===== src/rtl/opnd_pkg.sv =====
package opnd_pkg;
  localparam int CODE_W = 6;

  typedef enum logic [1:0] {K_GPR = 2'd0, K_MEM = 2'd1, K_SPC = 2'd2, K_LIT = 2'd3} loc_kind_e;

  typedef enum logic [3:0] {
    M_REG, M_IND, M_IDX, M_POP, M_PEEK, M_PUSH,
    M_SPR, M_PCR, M_OVR, M_NWA, M_NWL, M_SLIT
  } mode_e;

  localparam logic [2:0] SEL_SP = 3'd0;
  localparam logic [2:0] SEL_PC = 3'd1;
  localparam logic [2:0] SEL_OV = 3'd2;

  function automatic mode_e classify(input logic [CODE_W-1:0] c);
    mode_e m;
    if (c[5])                m = M_SLIT;
    else if (c[4:3] == 2'b00) m = M_REG;
    else if (c[4:3] == 2'b01) m = M_IND;
    else if (c[4:3] == 2'b10) m = M_IDX;
    else begin
      case (c[2:0])
        3'd0:    m = M_POP;
        3'd1:    m = M_PEEK;
        3'd2:    m = M_PUSH;
        3'd3:    m = M_SPR;
        3'd4:    m = M_PCR;
        3'd5:    m = M_OVR;
        3'd6:    m = M_NWA;
        default: m = M_NWL;
      endcase
    end
    return m;
  endfunction
endpackage


===== src/rtl/opnd_class.sv =====
module opnd_class
  import opnd_pkg::*;
(
  input  logic [CODE_W-1:0] code,
  output mode_e             mode,
  output logic              needs_word,
  output logic [2:0]        ridx
);
  always_comb begin
    mode       = classify(code);
    needs_word = (mode == M_IDX) || (mode == M_NWA) || (mode == M_NWL);
    ridx       = code[2:0];
  end
endmodule


===== src/rtl/opnd_gpr_mux.sv =====
module opnd_gpr_mux #(
  parameter int DW   = 16,
  parameter int NREG = 8,
  localparam int IW  = $clog2(NREG)
) (
  input  logic [NREG*DW-1:0] gpr_flat,
  input  logic [IW-1:0]      idx,
  output logic [DW-1:0]      val
);
  logic [DW-1:0] bank [NREG];

  for (genvar g = 0; g < NREG; g++) begin : g_unpack
    assign bank[g] = gpr_flat[g*DW +: DW];
  end

  assign val = bank[idx];
endmodule


===== src/rtl/opnd_ptrs.sv =====
module opnd_ptrs #(
  parameter int DW = 16
) (
  input  logic          clk,
  input  logic          rst,
  input  logic          sp_up,
  input  logic          sp_dn,
  input  logic          pc_up,
  output logic [DW-1:0] sp,
  output logic [DW-1:0] pc
);
  always_ff @(posedge clk) begin
    if (rst) begin
      sp <= '0;
      pc <= '0;
    end else begin
      if (sp_up)      sp <= sp + 1'b1;
      else if (sp_dn) sp <= sp - 1'b1;
      if (pc_up)      pc <= pc + 1'b1;
    end
  end

  // the stack pointer moves by at most one per cycle
  a_r4_sp_unit_step: assert property (@(posedge clk) disable iff (rst)
    !$past(rst) |-> (sp == $past(sp) || sp == $past(sp) + 1'b1 || sp == $past(sp) - 1'b1));

  // reset clears both pointers
  a_r14_ptr_reset: assert property (@(posedge clk) rst |=> (sp == '0 && pc == '0));
endmodule


===== src/rtl/opnd_decode.sv =====
module opnd_decode
  import opnd_pkg::*;
#(
  parameter int DW   = 16,
  parameter int NREG = 8,
  localparam int IW  = $clog2(NREG)
) (
  input  logic              clk,
  input  logic              rst,
  input  logic              start,
  input  logic [CODE_W-1:0] code,
  input  logic [NREG*DW-1:0] gpr_in,
  input  logic [DW-1:0]     ovf_in,
  input  logic [DW-1:0]     mem_rdata,
  output logic [DW-1:0]     mem_addr,
  output logic              mem_rd,
  output logic              done,
  output logic [1:0]        loc_kind,
  output logic [2:0]        loc_sel,
  output logic [DW-1:0]     loc_data,
  output logic              loc_lit,
  output logic [DW-1:0]     sp,
  output logic [DW-1:0]     pc
);
  typedef enum logic {S_IDLE, S_WORD} state_e;
  state_e st;

  mode_e      mode, mode_q;
  logic       needs_word;
  logic [2:0] ridx, ridx_q;
  logic [IW-1:0] mux_idx;
  logic [DW-1:0] gpr_val;
  logic       accept;

  opnd_class u_class (.code(code), .mode(mode), .needs_word(needs_word), .ridx(ridx));

  assign mux_idx = IW'((st == S_WORD) ? ridx_q : ridx);

  opnd_gpr_mux #(.DW(DW), .NREG(NREG)) u_mux (
    .gpr_flat(gpr_in), .idx(mux_idx), .val(gpr_val)
  );

  assign accept = start && (st == S_IDLE);

  opnd_ptrs #(.DW(DW)) u_ptrs (
    .clk(clk), .rst(rst),
    .sp_up(accept && mode == M_POP),
    .sp_dn(accept && mode == M_PUSH),
    .pc_up(accept && needs_word),
    .sp(sp), .pc(pc)
  );

  always_ff @(posedge clk) begin
    if (rst) begin
      st       <= S_IDLE;
      mode_q   <= M_REG;
      ridx_q   <= '0;
      mem_addr <= '0;
      mem_rd   <= 1'b0;
      done     <= 1'b0;
      loc_kind <= K_GPR;
      loc_sel  <= '0;
      loc_data <= '0;
      loc_lit  <= 1'b0;
    end else begin
      done <= 1'b0;
      case (st)
        S_IDLE: if (start) begin
          if (needs_word) begin
            st       <= S_WORD;
            mode_q   <= mode;
            ridx_q   <= ridx;
            mem_addr <= pc;
            mem_rd   <= 1'b1;
          end else begin
            done    <= 1'b1;
            loc_lit <= 1'b0;
            loc_sel <= '0;
            case (mode)
              M_REG:  begin loc_kind <= K_GPR; loc_sel <= ridx; loc_data <= gpr_val; end
              M_IND:  begin loc_kind <= K_MEM; loc_sel <= ridx; loc_data <= gpr_val; end
              M_POP,
              M_PEEK: begin loc_kind <= K_MEM; loc_data <= sp; end
              M_PUSH: begin loc_kind <= K_MEM; loc_data <= sp - 1'b1; end
              M_SPR:  begin loc_kind <= K_SPC; loc_sel <= SEL_SP; loc_data <= sp; end
              M_PCR:  begin loc_kind <= K_SPC; loc_sel <= SEL_PC; loc_data <= pc; end
              M_OVR:  begin loc_kind <= K_SPC; loc_sel <= SEL_OV; loc_data <= ovf_in; end
              default: begin
                loc_kind <= K_LIT;
                loc_lit  <= 1'b1;
                loc_data <= DW'(code[4:0]);
              end
            endcase
          end
        end
        S_WORD: begin
          st      <= S_IDLE;
          mem_rd  <= 1'b0;
          done    <= 1'b1;
          loc_lit <= 1'b0;
          loc_sel <= '0;
          case (mode_q)
            M_IDX: begin loc_kind <= K_MEM; loc_sel <= ridx_q; loc_data <= mem_rdata + gpr_val; end
            M_NWA: begin loc_kind <= K_MEM; loc_data <= mem_rdata; end
            default: begin loc_kind <= K_LIT; loc_lit <= 1'b1; loc_data <= mem_rdata; end
          endcase
        end
        default: st <= S_IDLE;
      endcase
    end
  end

  // literal flag agrees with the literal kind
  a_r11_lit_kind: assert property (@(posedge clk) disable iff (rst)
    done |-> (loc_lit == (loc_kind == K_LIT)));

  // an extra-word read lasts one cycle and is followed by done
  a_r12_rd_then_done: assert property (@(posedge clk) disable iff (rst)
    mem_rd |=> (done && !mem_rd));

  // the read address is the PC from before its step
  a_r3_pc_step: assert property (@(posedge clk) disable iff (rst)
    $rose(mem_rd) |-> (pc == mem_addr + 1'b1));

  // pointers hold still while the extra word is being read
  a_r13_hold_in_read: assert property (@(posedge clk) disable iff (rst)
    mem_rd |=> ($stable(pc) && $stable(sp)));

  // reset clears the strobes
  a_r14_strobe_reset: assert property (@(posedge clk) rst |=> (!done && !mem_rd));
endmodule


===== config.mk =====
export PLATFORM = sky130hd
export DESIGN_NAME = opnd_decode
export DESIGN_NICKNAME = d
export VERILOG_FILES = /design/src/rtl/opnd_pkg.sv /design/src/rtl/opnd_class.sv /design/src/rtl/opnd_gpr_mux.sv /design/src/rtl/opnd_ptrs.sv /design/src/rtl/opnd_decode.sv
export SDC_FILE = /design/constraint.sdc
export NUM_CORES = 1
export LEC_CHECK = 0
export ABC_AREA = 1
export CAP_MARGIN = 20
export CORE_MARGIN = 10
export CORE_UTILIZATION = 30
export CTS_BUF_LIST = sky130_fd_sc_hd__clkbuf_2
export CTS_CLUSTER_DIAMETER = 40
export CTS_CLUSTER_SIZE = 8
export DETAILED_ROUTE_END_ITERATION = 12
export PLACE_DENSITY = 0.65
export SYNTH_ARGS = -nofsm -noshare
export SYNTH_HDL_FRONTEND = slang
export SYNTH_SLANG_ARGS = --single-unit

===== constraint.sdc =====
create_clock -name clk -period 7.8 [get_ports clk]
set_input_delay 0.78 -clock clk [delete_from_list [all_inputs] [get_ports clk]]
set_output_delay 0.78 -clock clk [all_outputs]
set_load 0.02 [all_outputs]

==> impl_metrics.tcl <==
set metrics [dict create \
    fin_worst_skew_ps 27.02 \
    final_antenna_net_count 0 \
    max_freq_mhz 243.7 \
    power.internal_uw 759.1 \
    syn_to_final_growth_pct 37.10 \
    finalCritPeriodShare_pct 52.60 \
    slew_headroom_pct 41.72 \
    p_leak_uw 0.004218 \
    tns_ps 0 \
    met2_length_um 15760 \
    critical_path.max_stage_delay_ps 550 \
    register_area_sq_mm 0.001602 \
    p_sw_uw 545.3 \
    setup_viol 0 \
    top_layer "met4" \
    crit_start "st" \
    ys_top_cells_by_area "nand2_1 23%, dfxtp_1 22%, nand3_1 12%, a21oi_1 6.3%, nor2_1 5.4%" \
    core_area_sq_mm 0.02347 \
    reg2reg_slack_ps 3700 \
    worstSkewPairLatency_ps 610 \
    met3_length_um 2383 \
    outcome "finished clean" \
    cts_sinks 80 \
    synth_area_per_cell_sq_um 5.762 \
    io_buffers 240 \
    cts_resized 0 \
    first_iter_violations 908 \
    synth_edf_count 0 \
    antenna_found_initial 1 \
    cp_num_buf_inv 2 \
    path_cells "buf_4 > nand2_1 > nand2_2 > buf_4 > nand2_1 > nand3_1 > nand3_1 > nand2_1 > ha_1 > nand2_1 > nand3_1 > a21oi_1 > nor2_1 > o21ai_0 > nand3_1 > a21oi_1 > a21oi_1" \
    worstPathArrival_ps 4640 \
    synthCells 1242 \
    initial_core_util_pct 30.49 \
    crit_required_ps 8340 \
    cts_tree "done" \
    slowest_stage "buf_4" \
    rsz0062_at_grt "no" \
    grt_max_degree 65 \
    hpwl_um 25370 \
    multi_input_area_sq_mm 0.004876 \
    ys_async_sr_fraction_pct 0 \
    min_path_type "register to register" \
    r2r-end "loc_data[9]" \
    nFillCells 2533 \
    synth_most_common_cell "nand2_1" \
    die_h_um 174.5 \
    htreeDepth 3 \
    worstSetupEndpointType "register" \
    path_max_fanout 64 \
    tightest_slew_ps 874.1 \
    ys_top_cells_by_count "437 x nand2_1, 172 x nand3_1, 103 x nor2_1" \
    comb_power_share_pct 45.8 \
    min_from "mode_q[2]" \
    critPathTopFamily "simple AND/OR/NAND/NOR gates" \
    die-area_sq_mm 0.03043 \
    finalWirelength_um 32810 \
    seq_area_frac_synth_pct 22.38 \
    clock_path_buffers 2 \
    critical_path.endpoint "loc_data[9]" \
    seq_power_share_pct 35.2 \
    critPathKind "register to register" \
    syn_area_sq_mm 0.007157 \
    cp-start-kind "register" \
    cts-root-buf "clkbuf_2" \
    fp-row-count 56 \
    p_sw_share_pct 41.81 \
    layout-drive-gt1-share_pct 4.788 \
    io_pins 241 \
    hold_viol 0 \
    grt_pass1_wl_um 49990 \
    path_depth 17 \
    vias_per_cell 5.101 \
    cap_violations 0 \
    power_uw 1304 \
    ir_drop_uv 95.68 \
    synth-main-ff-cell "dfxtp_1" \
    grt_use_total_pct 20.70 \
    nets 1624 \
    route.detailed.drc 0 \
    post-cts-setup-buffers 0 \
    grt_overflow 0 \
    synth_nets 1430 \
    ys_ff_latch 80 \
    reg2reg_from "st" \
    die-width_um 174.5 \
    ys_warn_count 0 \
    vias 8983 \
    postCtsHoldBufs 0 \
    synth.largest_area_cell "nand2_1" \
    drt-met1-wl_um 14080 \
    p_per_area_mw_per_mm2 132.9 \
    yosysTopAreaCellShare_pct 22.92 \
    p_clk_share_pct 19.0 \
    clkTransAtPathRegs_ps 260 \
    synth.distinct_cells 43 \
    r2r_cells 17 \
    cts_buffers 9 \
    slew_viol_final 0 \
    wl_per_cell_um 18.63 \
    drtPass1Iterations 5 \
    min_period_ps 4103 \
    gp_congestion 0.9687 \
    grt_pass1_vias 8456 \
]
sequential cells by signal, summed over array words and instances, names as in the netlist:
name / flops
u_ptrs.sp: 16
done: 1
ridx_q: 3
mem_rd: 1
u_ptrs.pc: 16
loc_sel: 3
mem_addr: 16
loc_data: 16
loc_lit: 1
st: 1
loc_kind: 2
mode_q: 4
tightest hold or removal path, stage by stage, from the launching register on:
cell and delay [ps]:
dfxtp_1 360, inv_1 60, nor3_1 50
worst min-delay path by stage:
| stage | to | slack [ps] | depth (start not counted) |
|---|---|---|---|
| after floorplan | mode_q[2] | 440 | 2 |
| after detailed placement | mode_q[2] | 460 | 2 |
| final | mode_q[2] | 480 | 2 |
| after CTS | mode_q[2] | 480 | 2 |
| after global placement | mem_addr[15] | 450 | 2 |
| after global routing | mem_addr[15] | 510 | 2 |
power groups by stage:
stage,logic [uW],registers [uW],clock network [uW]
2_1_floorplan,339,484,0
3_3_place_gp,588,466,0
3_5_place_dp,587,467,0
4_1_cts,590,459,253
5_1_grt,660,463,269
6_report,597,459,248
cell usage in the layout, fill, tap and decap left out, types with 9 or more instances in the layout:
| cell | netlist | final |
|---|---|---|
| xor2_1 | 22 | 22 |
| nand3_1 | 172 | 172 |
| a21oi_1 | 90 | 90 |
| o21ai_0 | 47 | 47 |
| inv_2 | 11 | 11 |
| inv_1 | 76 | 76 |
| clkbuf_2 | 0 | 10 |
| nor2_1 | 103 | 103 |
| dfxtp_1 | 80 | 80 |
| nand4_1 | 12 | 12 |
| ha_1 | 18 | 18 |
| clkdlybuf4s50_1 | 0 | 240 |
| nand2_1 | 437 | 437 |
| o21ai_1 | 17 | 17 |
| xnor2_1 | 9 | 9 |
| nor3_1 | 12 | 12 |
kinds of logic after synthesis:
group / after synthesis / share of synthesized area (%)
simple gates: 772 / 46.61
compound gates: 187 / 14.30
flops: 80 / 22.38
xor+xnor: 31 / 3.794
buf+inv: 153 / 9.493
fa+ha+maj: 19 / 3.427
routing by layer:
layer / vias to the layer above / global-route usage, %
li1: 4452 / -
met1: 4177 / 26.73
met2: 319 / 34.47
met3: 35 / 4.225
met4: 0 / 4.916
met5: - / 0
per-stage QoR:
| step | std cells | hold slack, ps | utilization, % | worst slack (ps) | cell area [sq um] |
|---|---|---|---|---|---|
| after floorplan | 1242 | 438.6 | - | 4779 | 7157 |
| final | 1761 | 482.4 | 41.80 | 3697 | 9812 |
| after CTS | 1759 | 482.7 | 41.67 | 3782 | 9782 |
| after detailed placement | 1743 | 456.6 | 41.17 | 3280 | 9663 |
| after global routing | 1761 | 509.2 | 41.80 | 3399 | 9812 |
| after global placement | 1743 | 451.9 | 41.17 | 3268 | 9663 |
cell type report:
cell class	count	area share, %
well taps	319	4.068
multi-input cells	1009	49.69
flip-flops and latches	80	16.32
clock buffers	10	0.5101
clock inverters	6	0.7014
repair buffers	247	25.22
diodes	1	0.02550
inverters	89	3.456
No activity file was read; power rests on OpenSTA's default activity.
